--- src/rtl/clksw_pkg.sv ---
package clksw_pkg;

   typedef enum logic [1:0] {
      SRC_PRI = 2'b00,
      SRC_SEC = 2'b01,
      SRC_INT = 2'b10
   } src_e;

   localparam logic [1:0] SEL_RSVD = 2'b11;

   // Crystal-type primary modes need the start-up wait.
   function automatic logic is_crystal(input logic [2:0] mode);
      return (mode == 3'b000) || (mode == 3'b001) || (mode == 3'b010);
   endfunction

endpackage

--- src/rtl/clksw_seq.sv ---
module clksw_seq
   import clksw_pkg::*;
(
   input  logic       clk,
   input  logic       rst_n,
   input  logic       wr_en_i,
   input  logic [1:0] wr_sel_i,
   input  logic [2:0] cfg_mode_i,
   input  logic       ost_done_i,
   output logic       busy_o,
   output logic       start_o,
   output logic       finish_o,
   output logic       need_ost_o,
   output logic       done_o,
   output src_e       act_src_o
);

   logic       busy_q, pend_q, done_q;
   logic [1:0] pend_sel_q;
   src_e       tgt_q, act_q;
   logic       cand_vld;
   logic [1:0] cand_sel;

   always_comb begin
      if (wr_en_i) begin
         cand_vld = 1'b1;
         cand_sel = wr_sel_i;
      end else begin
         cand_vld = pend_q;
         cand_sel = pend_sel_q;
      end
   end

   assign need_ost_o = (tgt_q == SRC_PRI) && is_crystal(cfg_mode_i);
   assign finish_o   = busy_q && (!need_ost_o || ost_done_i);
   assign start_o    = !busy_q && cand_vld && (cand_sel != SEL_RSVD) &&
                       (cand_sel != act_q);

   always_ff @(posedge clk or negedge rst_n) begin
      if (!rst_n) begin
         busy_q     <= 1'b1;
         tgt_q      <= SRC_PRI;
         act_q      <= SRC_INT;
         pend_q     <= 1'b0;
         pend_sel_q <= 2'b00;
         done_q     <= 1'b0;
      end else begin
         done_q <= finish_o;
         if (finish_o) begin
            busy_q <= 1'b0;
            act_q  <= tgt_q;
         end else if (start_o) begin
            busy_q <= 1'b1;
            tgt_q  <= src_e'(cand_sel);
         end
         if (busy_q && wr_en_i) begin
            pend_q     <= 1'b1;
            pend_sel_q <= wr_sel_i;
         end else if (!busy_q) begin
            pend_q <= 1'b0;
         end
      end
   end

   assign busy_o    = busy_q;
   assign done_o    = done_q;
   assign act_src_o = act_q;


   done_pulse_chk: assert property (@(posedge clk) disable iff (!rst_n)
      done_q |=> !done_q);


   rsvd_nostart_chk: assert property (@(posedge clk) disable iff (!rst_n)
      (!busy_q && wr_en_i && wr_sel_i == SEL_RSVD) |=> !busy_q);


   src_hold_chk: assert property (@(posedge clk) disable iff (!rst_n)
      busy_q |-> $stable(act_q));

endmodule

--- src/rtl/clksw_shared_cnt.sv ---
module clksw_shared_cnt #(
   parameter int OST_TICKS = 1024,
   parameter int WDT_TICKS = 2048
) (
   input  logic clk,
   input  logic rst_n,
   input  logic busy_i,
   input  logic restart_i,
   input  logic need_ost_i,
   input  logic tick_ost_i,
   input  logic tick_wdt_i,
   input  logic wdt_en_i,
   input  logic wdt_clr_i,
   output logic ost_done_o,
   output logic wdt_to_o
);

   localparam int CNT_MAX = (OST_TICKS > WDT_TICKS) ? OST_TICKS : WDT_TICKS;
   localparam int CNT_W   = $clog2(CNT_MAX);
   localparam logic [CNT_W-1:0] OST_LAST = CNT_W'(OST_TICKS - 1);
   localparam logic [CNT_W-1:0] WDT_LAST = CNT_W'(WDT_TICKS - 1);

   logic [CNT_W-1:0] cnt_q;
   logic             to_q;
   logic             wdt_hit;

   assign ost_done_o = busy_i && need_ost_i && tick_ost_i && (cnt_q == OST_LAST);
   assign wdt_hit    = !busy_i && wdt_en_i && tick_wdt_i && !wdt_clr_i &&
                       (cnt_q == WDT_LAST);

   always_ff @(posedge clk or negedge rst_n) begin
      if (!rst_n) begin
         cnt_q <= '0;
         to_q  <= 1'b0;
      end else begin
         to_q <= wdt_hit && !restart_i;
         if (restart_i) begin
            cnt_q <= '0;
         end else if (busy_i) begin
            if (need_ost_i && tick_ost_i) cnt_q <= cnt_q + 1'b1;
         end else if (wdt_clr_i) begin
            cnt_q <= '0;
         end else if (wdt_en_i && tick_wdt_i) begin
            cnt_q <= wdt_hit ? '0 : cnt_q + 1'b1;
         end
      end
   end

   assign wdt_to_o = to_q;


   no_to_in_switch_chk: assert property (@(posedge clk) disable iff (!rst_n)
      busy_i |-> !to_q);


   restart_zero_chk: assert property (@(posedge clk) disable iff (!rst_n)
      restart_i |=> (cnt_q == '0));


   to_pulse_chk: assert property (@(posedge clk) disable iff (!rst_n)
      to_q |=> !to_q);

endmodule

--- src/rtl/clksw_ctlreg.sv ---
module clksw_ctlreg
   import clksw_pkg::*;
#(
   parameter int SYNC_STAGES = 2
) (
   input  logic       clk,
   input  logic       rst_n,
   input  logic       wr_en_i,
   input  logic [2:0] wr_freq_i,
   input  logic [1:0] wr_sel_i,
   input  logic       int_stable_i,
   input  src_e       act_src_i,
   input  logic       busy_i,
   output logic [7:0] rd_data_o
);

   logic [2:0]             freq_q;
   logic [1:0]             sel_q;
   logic                   pri_q;
   logic [SYNC_STAGES-1:0] sync_q;

   always_ff @(posedge clk or negedge rst_n) begin
      if (!rst_n) begin
         freq_q <= '0;
         sel_q  <= '0;
         pri_q  <= 1'b0;
      end else begin
         pri_q <= (act_src_i == SRC_PRI) && !busy_i;
         if (wr_en_i) begin
            freq_q <= wr_freq_i;
            sel_q  <= wr_sel_i;
         end
      end
   end

   generate
      if (SYNC_STAGES == 1) begin : g_sync_one
         always_ff @(posedge clk or negedge rst_n) begin
            if (!rst_n) sync_q <= '0;
            else        sync_q <= int_stable_i;
         end
      end else begin : g_sync_chain
         always_ff @(posedge clk or negedge rst_n) begin
            if (!rst_n) sync_q <= '0;
            else        sync_q <= {sync_q[SYNC_STAGES-2:0], int_stable_i};
         end
      end
   endgenerate

   assign rd_data_o = {1'b0, freq_q, pri_q, sync_q[SYNC_STAGES-1], sel_q};


   pri_status_chk: assert property (@(posedge clk) disable iff (!rst_n)
      pri_q |-> (act_src_i == SRC_PRI));

endmodule

--- src/rtl/clksw_ctrl.sv ---
module clksw_ctrl
   import clksw_pkg::*;
#(
   parameter int OST_TICKS   = 1024,
   parameter int WDT_TICKS   = 2048,
   parameter int SYNC_STAGES = 2
) (
   input  logic       clk,
   input  logic       rst_n,
   input  logic       wr_en,
   input  logic [2:0] wr_freq,
   input  logic [1:0] wr_sel,
   input  logic [2:0] cfg_mode,
   input  logic       wdt_en,
   input  logic       wdt_clr,
   input  logic       tick_pri,
   input  logic       tick_int,
   input  logic       int_stable,
   output logic [7:0] rd_data,
   output logic [1:0] src_sel,
   output logic       sw_done,
   output logic       wdt_timeout
);

   generate
      if (OST_TICKS < 2 || WDT_TICKS < 2) begin : g_bad_ticks
         $error("clksw_ctrl: tick limits must be at least 2");
      end
      if (SYNC_STAGES < 1) begin : g_bad_sync
         $error("clksw_ctrl: SYNC_STAGES must be at least 1");
      end
   endgenerate

   logic busy, start, finish, need_ost, ost_done;
   src_e act_src;

   clksw_seq u_seq (
      .clk        (clk),
      .rst_n      (rst_n),
      .wr_en_i    (wr_en),
      .wr_sel_i   (wr_sel),
      .cfg_mode_i (cfg_mode),
      .ost_done_i (ost_done),
      .busy_o     (busy),
      .start_o    (start),
      .finish_o   (finish),
      .need_ost_o (need_ost),
      .done_o     (sw_done),
      .act_src_o  (act_src)
   );

   clksw_shared_cnt #(
      .OST_TICKS (OST_TICKS),
      .WDT_TICKS (WDT_TICKS)
   ) u_cnt (
      .clk        (clk),
      .rst_n      (rst_n),
      .busy_i     (busy),
      .restart_i  (start || finish),
      .need_ost_i (need_ost),
      .tick_ost_i (tick_pri),
      .tick_wdt_i (tick_int),
      .wdt_en_i   (wdt_en),
      .wdt_clr_i  (wdt_clr),
      .ost_done_o (ost_done),
      .wdt_to_o   (wdt_timeout)
   );

   clksw_ctlreg #(
      .SYNC_STAGES (SYNC_STAGES)
   ) u_reg (
      .clk          (clk),
      .rst_n        (rst_n),
      .wr_en_i      (wr_en),
      .wr_freq_i    (wr_freq),
      .wr_sel_i     (wr_sel),
      .int_stable_i (int_stable),
      .act_src_i    (act_src),
      .busy_i       (busy),
      .rd_data_o    (rd_data)
   );

   assign src_sel = act_src;


   done_src_chk: assert property (@(posedge clk) disable iff (!rst_n)
      sw_done |-> !busy);

endmodule

--- config.mk ---
export PLATFORM = sky130hd
export DESIGN_NAME = clksw_ctrl
export DESIGN_NICKNAME = d
export VERILOG_FILES = /design/src/rtl/clksw_pkg.sv /design/src/rtl/clksw_seq.sv /design/src/rtl/clksw_shared_cnt.sv /design/src/rtl/clksw_ctlreg.sv /design/src/rtl/clksw_ctrl.sv
export SDC_FILE = /design/constraint.sdc
export NUM_CORES = 1
export LEC_CHECK = 0
export BUFFER_PORTS_ARGS = -buffer_cell sky130_fd_sc_hd__buf_2
export CORE_UTILIZATION = 44
export CTS_BUF_LIST = sky130_fd_sc_hd__clkbuf_8 sky130_fd_sc_hd__clkbuf_16
export CTS_CLUSTER_SIZE = 14
export DETAILED_ROUTE_END_ITERATION = 8
export PLACE_DENSITY = 0.73
export REMOVE_ABC_BUFFERS = 1
export SKIP_CTS_REPAIR_TIMING = 1
export SYNTH_ARGS = -nofsm -noshare
export SYNTH_HDL_FRONTEND = slang
export SYNTH_SLANG_ARGS = --single-unit
--- constraint.sdc ---
create_clock -name clk -period 4.1 [get_ports clk]
set_input_delay 0.615 -clock clk [delete_from_list [all_inputs] [get_ports clk]]
set_output_delay 0.615 -clock clk [all_outputs]
set_load 0.01 [all_outputs]
==> implementation parameters, run 1 <==
Parameter                              Value

Power and ir drop
  Power per cell area ... 558 mW/mm^2
  Total chip power ... 926 uW
  Static leakage power ... 0.000723 uW
  Maximum ir drop on the vdd rail ... 0.000411 V

Floorplanning
  Initial standard-cell utilization of the core ... 46.6%
  CORE AREA ... 0.00305 sq mm
  Height of the die ... 58.9 um
  Die W ... 58.9 um
  Die footprint ... 0.00347 sq mm
  Count of pins on the block boundary ... 28
  Number of placement rows ... 20

CTS
  Source-to-sink clock delay at the later pin of the worst-skew pair ... 280 ps
  Clock tree from TritonCTS ... yes
  Total clock buffers created by CTS ... 5
  Clock Root Buffer ... sky130_fd_sc_hd__clkbuf_8
  Worst-path clk slew ... 60 ps
  Clock Tree Buf Depth ... 2
  Sink Count ... 29
  Htree depth ... 2

Timing
  Worst-Margin Slew ... 818 ps
  Endpoints failing hold ... 0
  Final clock period utilization by the worst path ... 56.8%
  Final sum of negative setup slack ... 0 ps
  Setup repair after global routing missed its margin ... no
  Count of final max-slew check failures ... 0
  Setup violation total in the final timing report ... 0
  Max Clk Rate ... 429 MHz
  Worst-case clock skew ... 1.71 ps
  Min Tclk post-route ... 2330 ps
  Slew HR ... 45.2%

Global route
  First-pass GRT wire length ... 4970 um
  Remaining global-route overflow ... 0
  Pin count of the biggest net entering global routing ... 30
  Number of global-route vias before repair ... 1142
  Initial antenna violation count ... 0
  Total Routing Usage GR ... 19.6%

Setup path
  Critical path start-end classification ... reg -> reg
  Required time of the worst setup path ... 4300 ps
  Data arrival at the endpoint of the critical path ... 2530 ps
  Maximum fanout along the worst path ... 14
  Endpoint class of the critical path ... register
  Category of the worst setup path launch point ... register

Route
  Post-detailed-routing wire length ... 2960 um
  Vias after detailed routing ... 1169
  1st-iter DRT viols ... 28
  Wire length per cell ... 14.1 um
  Remaining DRCs ... 0
  Remaining number of nets flagged by the antenna check after routing ... 0
  Number of iterations in the first detailed-routing pass ... 4
  Vias per cell ... 5.57

Finish
  Net count reported at finish ... 182
  Layout overhead on the synthesized area ... 16.5%
  Fill cell total of the finished layout ... 282
  Diodes inserted ... 0
  Final std cell area, no fill ... 0.00166 sq mm
  Combined area of the multi-input logic cells ... 633 sq um
  Storage element area ... 728 sq um
  Layout cell share with drive strength beyond 1 ... 28.9%
  Non-filler instance count after layout ... 210

Run
  Max-cap check violation count ... 0

Logic synthesis
  Sequential-to-total area share from yosys stat ... 51.1%
  Cell type contributing the most total cell area after synthesis ... sky130_fd_sc_hd__dfrtp_1
  Post-synthesis sequential element count ... 29
  Ys async rst share ... 100%
  Distinct cell type count of the synthesized netlist ... 40
  Post-Syn Instances ... 139
  Count leader, synth ... sky130_fd_sc_hd__dfrtp_1
  Leading register cell type out of synthesis ... sky130_fd_sc_hd__dfrtp_1
  Top cell type's share of synthesized area ... 47.5%
  Number of enable-type register cells in the synthesized netlist ... 0
  Leading post-synthesis cells by cell area ... sky130_fd_sc_hd__dfrtp_1, sky130_fd_sc_hd__mux2_2, sky130_fd_sc_hd__nand3_1
  Post-Synthesis Mean Instance Area ... 10.2 sq um
  Cell types with the highest counts after synthesis ... sky130_fd_sc_hd__dfrtp_1, sky130_fd_sc_hd__nand3_1, sky130_fd_sc_hd__nand2_1, sky130_fd_sc_hd__nor2_1
  Cell area after synthesis ... 0.00142 sq mm
  Ys Warns ... 0

Placed design
  DP Wirelength ... 2070 um
  Placed cell area ... 0.00157 sq mm
  RD Place Congestion ... 0.824
  Total of buffers placed on input and output ports ... 26
  Post-placement cell count ... 202

Status
  Result of the run ... finished clean

Min path
  Tightest Hold Check Type ... in -> async
-- final timing paths --
path | startpoint | end | slack [ps] | cells after the start
max reg2reg | u_cnt.cnt_q[0]$_DFFE_PN0P_ | u_cnt.cnt_q[9]$_DFFE_PN0P_ | 1770 | 6
min reg2reg | u_reg.sync_q[0]$_DFF_PN0_ | u_reg.sync_q[1]$_DFF_PN0_ | 350 | 0
min in group clk | u_reg.sync_q[0]$_DFF_PN0_ | u_reg.sync_q[1]$_DFF_PN0_ | 350 | 0
max | u_cnt.cnt_q[0]$_DFFE_PN0P_ | u_cnt.cnt_q[9]$_DFFE_PN0P_ | 1770 | 6
max in group asynchronous | rst_n | u_seq.tgt_q[1]$_DFFE_PN0P_ | 3350 | 1
min | rst_n | u_reg.sync_q[0]$_DFF_PN0_ | 350 | 1
-- layout make-up --
| class | count | share of cell area [%] |
|---|---|---|
| flip-flops and latches | 29 | 43.9 |
| clock buffers | 5 | 4.15 |
| repair buffers | 27 | 8.30 |
| multi-input cells | 97 | 38.2 |
| clock inverters | 3 | 1.06 |
| well taps | 44 | 3.32 |
| inverters | 5 | 1.13 |
-- registers in the layout, summed over array words and instances (netlist names) --
signal,cells
u_seq.done_o,1
u_reg.sync_q,2
u_cnt.wdt_to_o,1
u_seq.busy_o,1
u_reg.pri_q,1
u_seq.pend_q,1
u_reg.sel_q,2
u_seq.pend_sel_q,2
u_cnt.cnt_q,11
u_seq.act_src_o,2
u_reg.freq_q,3
u_seq.tgt_q,2
-- critical path, cell delays in order (launching register included) --
cell and delay, ps:
sky130_fd_sc_hd__dfrtp_1 410, sky130_fd_sc_hd__ha_1 250, sky130_fd_sc_hd__nand3_1 180, sky130_fd_sc_hd__nor4_1 90, sky130_fd_sc_hd__nor2_1 630, sky130_fd_sc_hd__or4b_1 490, sky130_fd_sc_hd__a31oi_1 180
-- report_power, final --
part	switching, uW	total [uW]	internal [uW]
registers	57.9	414	356
logic	168	285	117
clock network	111	227	117
-- routing by layer --
| layer | track usage (%) | share of wire, % | up-vias |
|---|---|---|---|
| met2 | 34.1 | 51 | 33 |
| li1 | - | - | 557 |
| met4 | 6.12 | 0.98 | 0 |
| met3 | 6.59 | 5.1 | 5 |
| met5 | 0 | 0 | - |
| met1 | 22.6 | 43 | 574 |
-- cell families (layout without fill, tap and decap cells) --
| group | count (synthesis) | count (layout) | share of synthesized area [%] |
|---|---|---|---|
| adder cells (fa/ha/maj) | 1 | 1 | 0.879 |
| buffers and inverters | 13 | 40 | 4.39 |
| AO/OA/AOI/OAI | 30 | 30 | 14.7 |
| other | 1 | 1 | 0.263 |
| AND/OR/NAND/NOR | 54 | 54 | 20.3 |
| multiplexers | 11 | 11 | 8.35 |
| flip-flops | 29 | 29 | 51.1 |
-- stage by stage --
stage	worst slack [ps]	hold WS, ps	utilization, %
3_3_place_gp	1860	336	51.5
3_5_place_dp	1780	340	51.5
5_1_grt	1640	369	54.3
2_1_floorplan	2060	319	-
6_report	1770	346	54.3
4_1_cts	1820	354	54.3
-- cells in the final DEF (no fill, tap or decap), types with 2 or more instances in the layout --
cell                       synthesis  routed
sky130_fd_sc_hd__dfrtp_1          27      27
sky130_fd_sc_hd__nor4_1            2       2
sky130_fd_sc_hd__clkinv_2          0       2
sky130_fd_sc_hd__o21ai_0           5       5
sky130_fd_sc_hd__o21bai_1          2       2
sky130_fd_sc_hd__nand4b_1          2       2
sky130_fd_sc_hd__nor2b_1           2       2
sky130_fd_sc_hd__a21oi_1           7       7
sky130_fd_sc_hd__clkbuf_8          0       5
sky130_fd_sc_hd__nor2_1           10      10
sky130_fd_sc_hd__nor3_1            3       3
sky130_fd_sc_hd__nand3_1          15      15
sky130_fd_sc_hd__inv_1             5       5
sky130_fd_sc_hd__mux2_2            7       7
sky130_fd_sc_hd__mux2i_1           4       4
sky130_fd_sc_hd__buf_2             2      26
sky130_fd_sc_hd__a31oi_1           5       5
sky130_fd_sc_hd__dfstp_2           2       2
sky130_fd_sc_hd__o21ai_1           3       3
sky130_fd_sc_hd__nand4_1           2       2
sky130_fd_sc_hd__nand2_1          10      10
No activity file was read; power rests on OpenSTA's default activity.
==> run 2: changes to the inputs <==
ABC_AREA = 1   (was not set)
PLACE_DENSITY = 0.74   (was 0.73)
clock period = 2.1 ns   (was 4.1 ns; I/O delays follow)
==> run 2 against run 1 <==
Net effect: combinational power increased to 2.5 times the previous value; fmax increased by 36%; die area increased by 16%; wire length increased by 8.2%; sequential power increased by 87%; worst hold slack got worse by 280 ps; critical path depth increased by 4; register-to-register slack got worse by 1400 ps; critical endpoint is now u_cnt.cnt_q[0]$_DFFE_PN0P_; largest power group unchanged.
==> implementation parameters, run 2 <==
Parameter                              Value

Logic synthesis
  Post-Synthesis Mean Instance Area ... 7.52 sq um
  Leading post-synthesis cells by cell area ... sky130_fd_sc_hd__dfrtp_1, sky130_fd_sc_hd__nand2_1, sky130_fd_sc_hd__nor2_1
  Cell types with the highest counts after synthesis ... sky130_fd_sc_hd__nand2_1, sky130_fd_sc_hd__dfrtp_1, sky130_fd_sc_hd__nor2_1, sky130_fd_sc_hd__inv_1, sky130_fd_sc_hd__nand3_1
  Top cell type's share of synthesized area ... 40.8%
  Ys Warns ... 0
  Number of enable-type register cells in the synthesized netlist ... 0
  Post-synthesis sequential element count ... 29
  Post-Syn Instances ... 220
  Distinct cell type count of the synthesized netlist ... 29
  Count leader, synth ... sky130_fd_sc_hd__nand2_1
  Sequential-to-total area share from yosys stat ... 44.0%
  Leading register cell type out of synthesis ... sky130_fd_sc_hd__dfrtp_1
  Ys async rst share ... 100%
  Cell type contributing the most total cell area after synthesis ... sky130_fd_sc_hd__dfrtp_1
  Cell area after synthesis ... 0.00166 sq mm

Floorplanning
  Initial standard-cell utilization of the core ... 47.7%
  Die footprint ... 0.00401 sq mm
  CORE AREA ... 0.00347 sq mm
  Count of pins on the block boundary ... 28
  Height of the die ... 63.3 um
  Number of placement rows ... 21
  Die W ... 63.3 um

Power and ir drop
  Share of power burned in the clock network ... 27.4%
  Maximum ir drop on the vdd rail ... 0.000476 V
  Sequential share of power ... 37.7%
  Combinational share of power ... 34.9%
  Net switching share of the total power ... 37.9%
  Internal power summed over all cells ... 1280 uW
  Total net switching power ... 778 uW
  Static leakage power ... 0.00103 uW
  Power per cell area ... 1080 mW/mm^2

Setup path
  Cell-by-cell listing of the critical path ... ha_1 -> nand3_2 -> nor2_4 -> nand3_2 -> nand2_2 -> nand2_4 -> nand3_1 -> nand2_2 -> nand2_1 -> nand2_1
  Required time of the worst setup path ... 2270 ps
  Cell with the largest stage delay on the worst path ... sky130_fd_sc_hd__dfrtp_1
  Largest stage delay on the critical path ... 420 ps
  Category of the worst setup path launch point ... register
  Data arrival at the endpoint of the critical path ... 1890 ps
  Critical path start-end classification ... reg -> reg
  Endpoint class of the critical path ... register
  Maximum fanout along the worst path ... 9

Timing
  Final sum of negative setup slack ... 0 ps
  Worst-case clock skew ... 4.32 ps
  Slew HR ... 56.0%
  Setup violation total in the final timing report ... 0
  Count of final max-slew check failures ... 0
  Final setup slack of the worst path ... 381 ps
  Endpoints failing hold ... 0
  Max Clk Rate ... 582 MHz
  Final clock period utilization by the worst path ... 81.8%
  Worst-Margin Slew ... 660 ps
  Min Hold Slack ... 62.2 ps
  Setup repair after global routing missed its margin ... no
  Min Tclk post-route ... 1720 ps

Global route
  Number of global-route vias before repair ... 1340
  Initial antenna violation count ... 0
  Pin count of the biggest net entering global routing ... 30
  Remaining global-route overflow ... 0
  Total Routing Usage GR ... 18.3%
  First-pass GRT wire length ... 5720 um

Placed design
  Placed cell area ... 0.00179 sq mm
  DP Wirelength ... 2210 um
  Worst slack at placement ... 391 ps
  Total of buffers placed on input and output ports ... 26
  RD Place Congestion ... 0.829

Route
  Number of iterations in the first detailed-routing pass ... 4
  Wire length per cell ... 10.9 um
  Remaining DRCs ... 0
  Remaining number of nets flagged by the antenna check after routing ... 0
  Post-detailed-routing wire length ... 3200 um
  Vias after detailed routing ... 1409
  Vias per cell ... 4.79
  1st-iter DRT viols ... 71

Finish
  Diodes inserted ... 0
  Largest register by flop count ... u_cnt.cnt_q
  Final std cell area, no fill ... 0.00189 sq mm
  Final core occ ... 54.6%
  Layout cell share with drive strength beyond 1 ... 22.2%
  Leading registers by flop count ... u_cnt.cnt_q (11), u_reg.freq_q (3)
  Most common cell after layout, fill and taps aside ... sky130_fd_sc_hd__nand2_1
  Commonest non-fill, non-tap cells in the layout ... sky130_fd_sc_hd__nand2_1, sky130_fd_sc_hd__dfrtp_1, sky130_fd_sc_hd__buf_2
  Largest register FFs ... 11
  Layout overhead on the synthesized area ... 14.4%
  Net count reported at finish ... 264

CTS
  Htree depth ... 2
  Sink Count ... 29
  Total clock buffers created by CTS ... 5
  Clock Tree Buf Depth ... 2
  Clock tree from TritonCTS ... yes
  Clock Root Buffer ... sky130_fd_sc_hd__clkbuf_8
  Source-to-sink clock delay at the later pin of the worst-skew pair ... 280 ps
  Worst-path clk slew ... 70 ps

Run
  Max-cap check violation count ... 0

Min path
  Tightest Hold Check Type ... in -> async

Status
  Result of the run ... finished clean
## run 2: changes by cell type in the layout (fill, tap and decap cells not counted), sizes merged, moves of 4 or more
| cell | delta |
|---|---|
| inv | +18 |
| nand2 | +84 |
| nor2 | +16 |
| a21oi | -5 |
| a31oi | -6 |
| mux2i | -4 |
| mux2 | -5 |
## run 2: power groups by stage
stage / logic (uW) / registers [uW] / clock network (uW)
CTS: 723 / 775 / 575
floorplan: 474 / 812 / 0
global route: 819 / 789 / 595
detailed placement: 721 / 785 / 0
global placement: 711 / 780 / 0
finish: 716 / 774 / 564
## run 2: logic make-up (layout without fill, tap and decap cells)
family | count (synthesis) | in the layout | synth area share [%]
fa+ha+maj | 1 | 1 | 0.756
buf+inv | 30 | 58 | 9.22
flops | 29 | 29 | 44.0
xor+xnor | 4 | 4 | 2.12
mux | 2 | 2 | 1.36
simple gates | 138 | 138 | 36.5
other cells | 1 | 1 | 0.227
compound gates | 15 | 15 | 5.82
## run 2: critical path: cells and delay by family, from the launching register on
family / cells / cell delay [ps]
adders and majority gates: 1 / 240
and+or+nand+nor: 9 / 960
DFF: 1 / 420
## run 2: final cells by class
type,count,area [sq um]
multi-input combinational,161,774
tap,46,57.6
timing repair buffer,27,138
fill,342,1570
inverter,23,88.8
clock buffer,5,68.8
sequential,29,728
clock inverter,3,38.8
## run 2: worst paths after layout
path	cells after the start	to	start	slack [ps]
setup / recovery	10	u_cnt.cnt_q[0]$_DFFE_PN0P_	u_cnt.cnt_q[0]$_DFFE_PN0P_	380
hold / removal	1	u_reg.freq_q[0]$_DFFE_PN0P_	rst_n	60
setup reg to reg	10	u_cnt.cnt_q[0]$_DFFE_PN0P_	u_cnt.cnt_q[0]$_DFFE_PN0P_	380
hold reg to reg	0	u_reg.sync_q[1]$_DFF_PN0_	u_reg.sync_q[0]$_DFF_PN0_	350
max in group asynchronous	1	u_cnt.wdt_to_o$_DFF_PN0_	rst_n	1610
min in group clk	1	u_reg.sync_q[0]$_DFF_PN0_	int_stable	140
## run 2: layer usage
metal,vias to the layer above,routed length [um],global-route usage [%],part of all wire (%)
met5,-,0,0,0
met2,23,1500,30.9,47
met1,654,1560,22.5,49
li1,728,-,-,-
met3,4,102,5.62,3.2
met4,0,44,5.11,1.4
## run 2: metrics by stage
step                      instances  power [uW]
after floorplan                 213        1290
after CTS                       294        2070
after detailed placement        286        1510
final                           294        2050
after global routing            294        2200
after global placement          286        1490
==> run 3: changes to the inputs <==
clock period = 1.4 ns   (was 2.1 ns; I/O delays follow)
==> run 3 against run 2 <==
Net effect: the run now ends with negative setup slack left; power is 80% higher; fmax up 7.5%; global-route usage rose by 2.2 points; worst setup slack worse by 580 ps; critical path depth did not move; worst hold slack got worse by 43 ps; utilization is 11 points higher; highest routed layer unchanged; die area did not move; sequential power is 50% higher; cell area grew 19%.
==> implementation parameters, run 3 (synthesized netlist as in run 2, its figures left out) <==
Parameter                              Value

CTS
  Clock Tree Buf Depth ... 2
  Source-to-sink clock delay at the later pin of the worst-skew pair ... 290 ps
  Total clock buffers created by CTS ... 5
  Worst-path clk slew ... 60 ps
  Clock Root Buffer ... sky130_fd_sc_hd__clkbuf_8
  Htree depth ... 2
  Clock tree from TritonCTS ... yes
  Sink Count ... 29

Timing
  Setup repair after global routing missed its margin ... yes
  Worst-case clock skew ... 3.12 ps
  Setup violation total in the final timing report ... 14
  Endpoints failing hold ... 0
  Final setup slack of the worst path ... -199 ps
  Final sum of negative setup slack ... -2160 ps
  Min Tclk post-route ... 1600 ps
  Final clock period utilization by the worst path ... 114%
  Max Clk Rate ... 625 MHz
  Worst-Margin Slew ... 642 ps
  Slew HR ... 57.2%
  Min Hold Slack ... 19.1 ps
  Count of final max-slew check failures ... 0

Route
  Number of iterations in the first detailed-routing pass ... 6
  Vias per cell ... 4.83
  Vias after detailed routing ... 1570
  Remaining DRCs ... 0
  Wire length per cell ... 12.0 um
  Remaining number of nets flagged by the antenna check after routing ... 0
  Post-detailed-routing wire length ... 3910 um
  1st-iter DRT viols ... 79

Min path
  Worst Hold Path Cells ... 1
  Worst hold path endpoint ... u_reg.sync_q[0]$_DFF_PN0_
  Hold Path Origin ... int_stable
  Tightest Hold Check Type ... in -> reg

Finish
  Largest register by flop count ... u_cnt.cnt_q
  Net count reported at finish ... 295
  Final core occ ... 65.2%
  Layout overhead on the synthesized area ... 36.7%
  Final std cell area, no fill ... 0.00226 sq mm
  Commonest non-fill, non-tap cells in the layout ... sky130_fd_sc_hd__nand2_1, sky130_fd_sc_hd__buf_4, sky130_fd_sc_hd__dfrtp_1
  Combined area of the multi-input logic cells ... 878 sq um
  Leading registers by flop count ... u_cnt.cnt_q (11), u_reg.freq_q (3)
  Storage element area ... 728 sq um
  Fill cell total of the finished layout ... 306
  Layout cell share with drive strength beyond 1 ... 38.0%
  Largest register FFs ... 11
  Diodes inserted ... 0
  Most common cell after layout, fill and taps aside ... sky130_fd_sc_hd__nand2_1

Power and ir drop
  Static leakage power ... 0.00121 uW
  Power per cell area ... 1640 mW/mm^2
  Net switching share of the total power ... 38.5%
  Combinational share of power ... 43.9%
  Sequential share of power ... 31.5%
  Maximum ir drop on the vdd rail ... 0.000878 V
  Share of power burned in the clock network ... 24.6%
  Total chip power ... 3700 uW
  Internal power summed over all cells ... 2280 uW
  Total net switching power ... 1420 uW

Setup path
  Category of the worst setup path launch point ... register
  Length in cells of the worst reg-to-reg path ... 10
  Launch point of the worst reg-to-reg path ... u_cnt.cnt_q[1]$_DFFE_PN0P_
  Critical path start-end classification ... reg -> reg
  Maximum fanout along the worst path ... 8
  Data arrival at the endpoint of the critical path ... 1830 ps
  Required time of the worst setup path ... 1630 ps
  End of the worst register-to-register path ... u_cnt.cnt_q[4]$_DFFE_PN0P_
  R2r setup slk ... -200 ps
  Endpoint class of the critical path ... register

Global route
  Remaining global-route overflow ... 0
  Number of global-route vias before repair ... 1430
  First-pass GRT wire length ... 6150 um
  Pin count of the biggest net entering global routing ... 30
  Total Routing Usage GR ... 20.6%
  Initial antenna violation count ... 0

Floorplanning
  Initial standard-cell utilization of the core ... 47.7%
  Die footprint ... 0.00401 sq mm
  Count of pins on the block boundary ... 28
  Die W ... 63.3 um
  CORE AREA ... 0.00347 sq mm
  Height of the die ... 63.3 um
  Number of placement rows ... 21

Status
  Result of the run ... finished, violations left
  Violations in the final reports ... negative setup slack

Placed design
  Total of buffers placed on input and output ports ... 26
  RD Place Congestion ... 0.818
  Placed cell area ... 0.00197 sq mm
  DP Wirelength ... 2500 um

Run
  Max-cap check violation count ... 0
==> run 3: changes by cell type in the layout (fill, tap and decap cells not counted), sizes merged <==
cell         delta
clkinv          -2
buf            +30
inv             +1
clkbuf          +1
dlygate4sd3     +1
==> run 3: critical path: stages (launching register included) <==
cell                       delay [ps]
sky130_fd_sc_hd__dfrtp_1          390
sky130_fd_sc_hd__ha_4             170
sky130_fd_sc_hd__nand3_4           80
sky130_fd_sc_hd__nor2_4           160
sky130_fd_sc_hd__nand3_2           80
sky130_fd_sc_hd__nand2_2          110
sky130_fd_sc_hd__nand2_4          110
sky130_fd_sc_hd__o211ai_4         150
sky130_fd_sc_hd__buf_12           180
sky130_fd_sc_hd__nand2_2           60
sky130_fd_sc_hd__nand2_2           60
==> run 3: metrics by stage <==
step / std cells / worst slack [ps]
global placement: 311 / -85.1
floorplan: 213 / -129
detailed placement: 311 / -142
CTS: 319 / -181
finish: 325 / -199
global route: 325 / -318
==> run 3: layer usage <==
metal / wire, um / track usage, %
met3: 129 / 5.43
met2: 1960 / 33.4
met1: 1740 / 24.3
met5: 0 / 0
met4: 83 / 11.9
==> run 3: power groups by stage <==
stage          Combinational [uW]  Clock (uW)  Sequential, uW
2_1_floorplan                 711           0            1220
3_3_place_gp                 1190           0            1160
3_5_place_dp                 1220           0            1160
4_1_cts                      1230         919            1150
5_1_grt                      1790         967            1180
6_report                     1620         910            1160
==> run 3: worst max path at each step <==
stage / startpoint / to / cells after the start
floorplan: u_cnt.cnt_q[0]$_DFFE_PN0P_ / u_cnt.cnt_q[0]$_DFFE_PN0P_ / 10
global placement: u_cnt.cnt_q[0]$_DFFE_PN0P_ / u_cnt.cnt_q[3]$_DFFE_PN0P_ / 10
detailed placement: u_cnt.cnt_q[0]$_DFFE_PN0P_ / u_cnt.cnt_q[0]$_DFFE_PN0P_ / 10
CTS: u_cnt.cnt_q[0]$_DFFE_PN0P_ / u_cnt.cnt_q[4]$_DFFE_PN0P_ / 10
global route: u_cnt.cnt_q[1]$_DFFE_PN0P_ / u_cnt.cnt_q[4]$_DFFE_PN0P_ / 10
finish: u_cnt.cnt_q[1]$_DFFE_PN0P_ / u_cnt.cnt_q[4]$_DFFE_PN0P_ / 10
==> run 3: area by class of cell <==
class	count	share of cell area [%]
Timing Repair Buffer	58	17.4
Sequential cell	29	32.2
Clock inverter	2	1.49
Multi-Input combinational cell	161	38.8
Inverter	23	3.93
Clock buffer	6	3.65
Tap cell	46	2.54
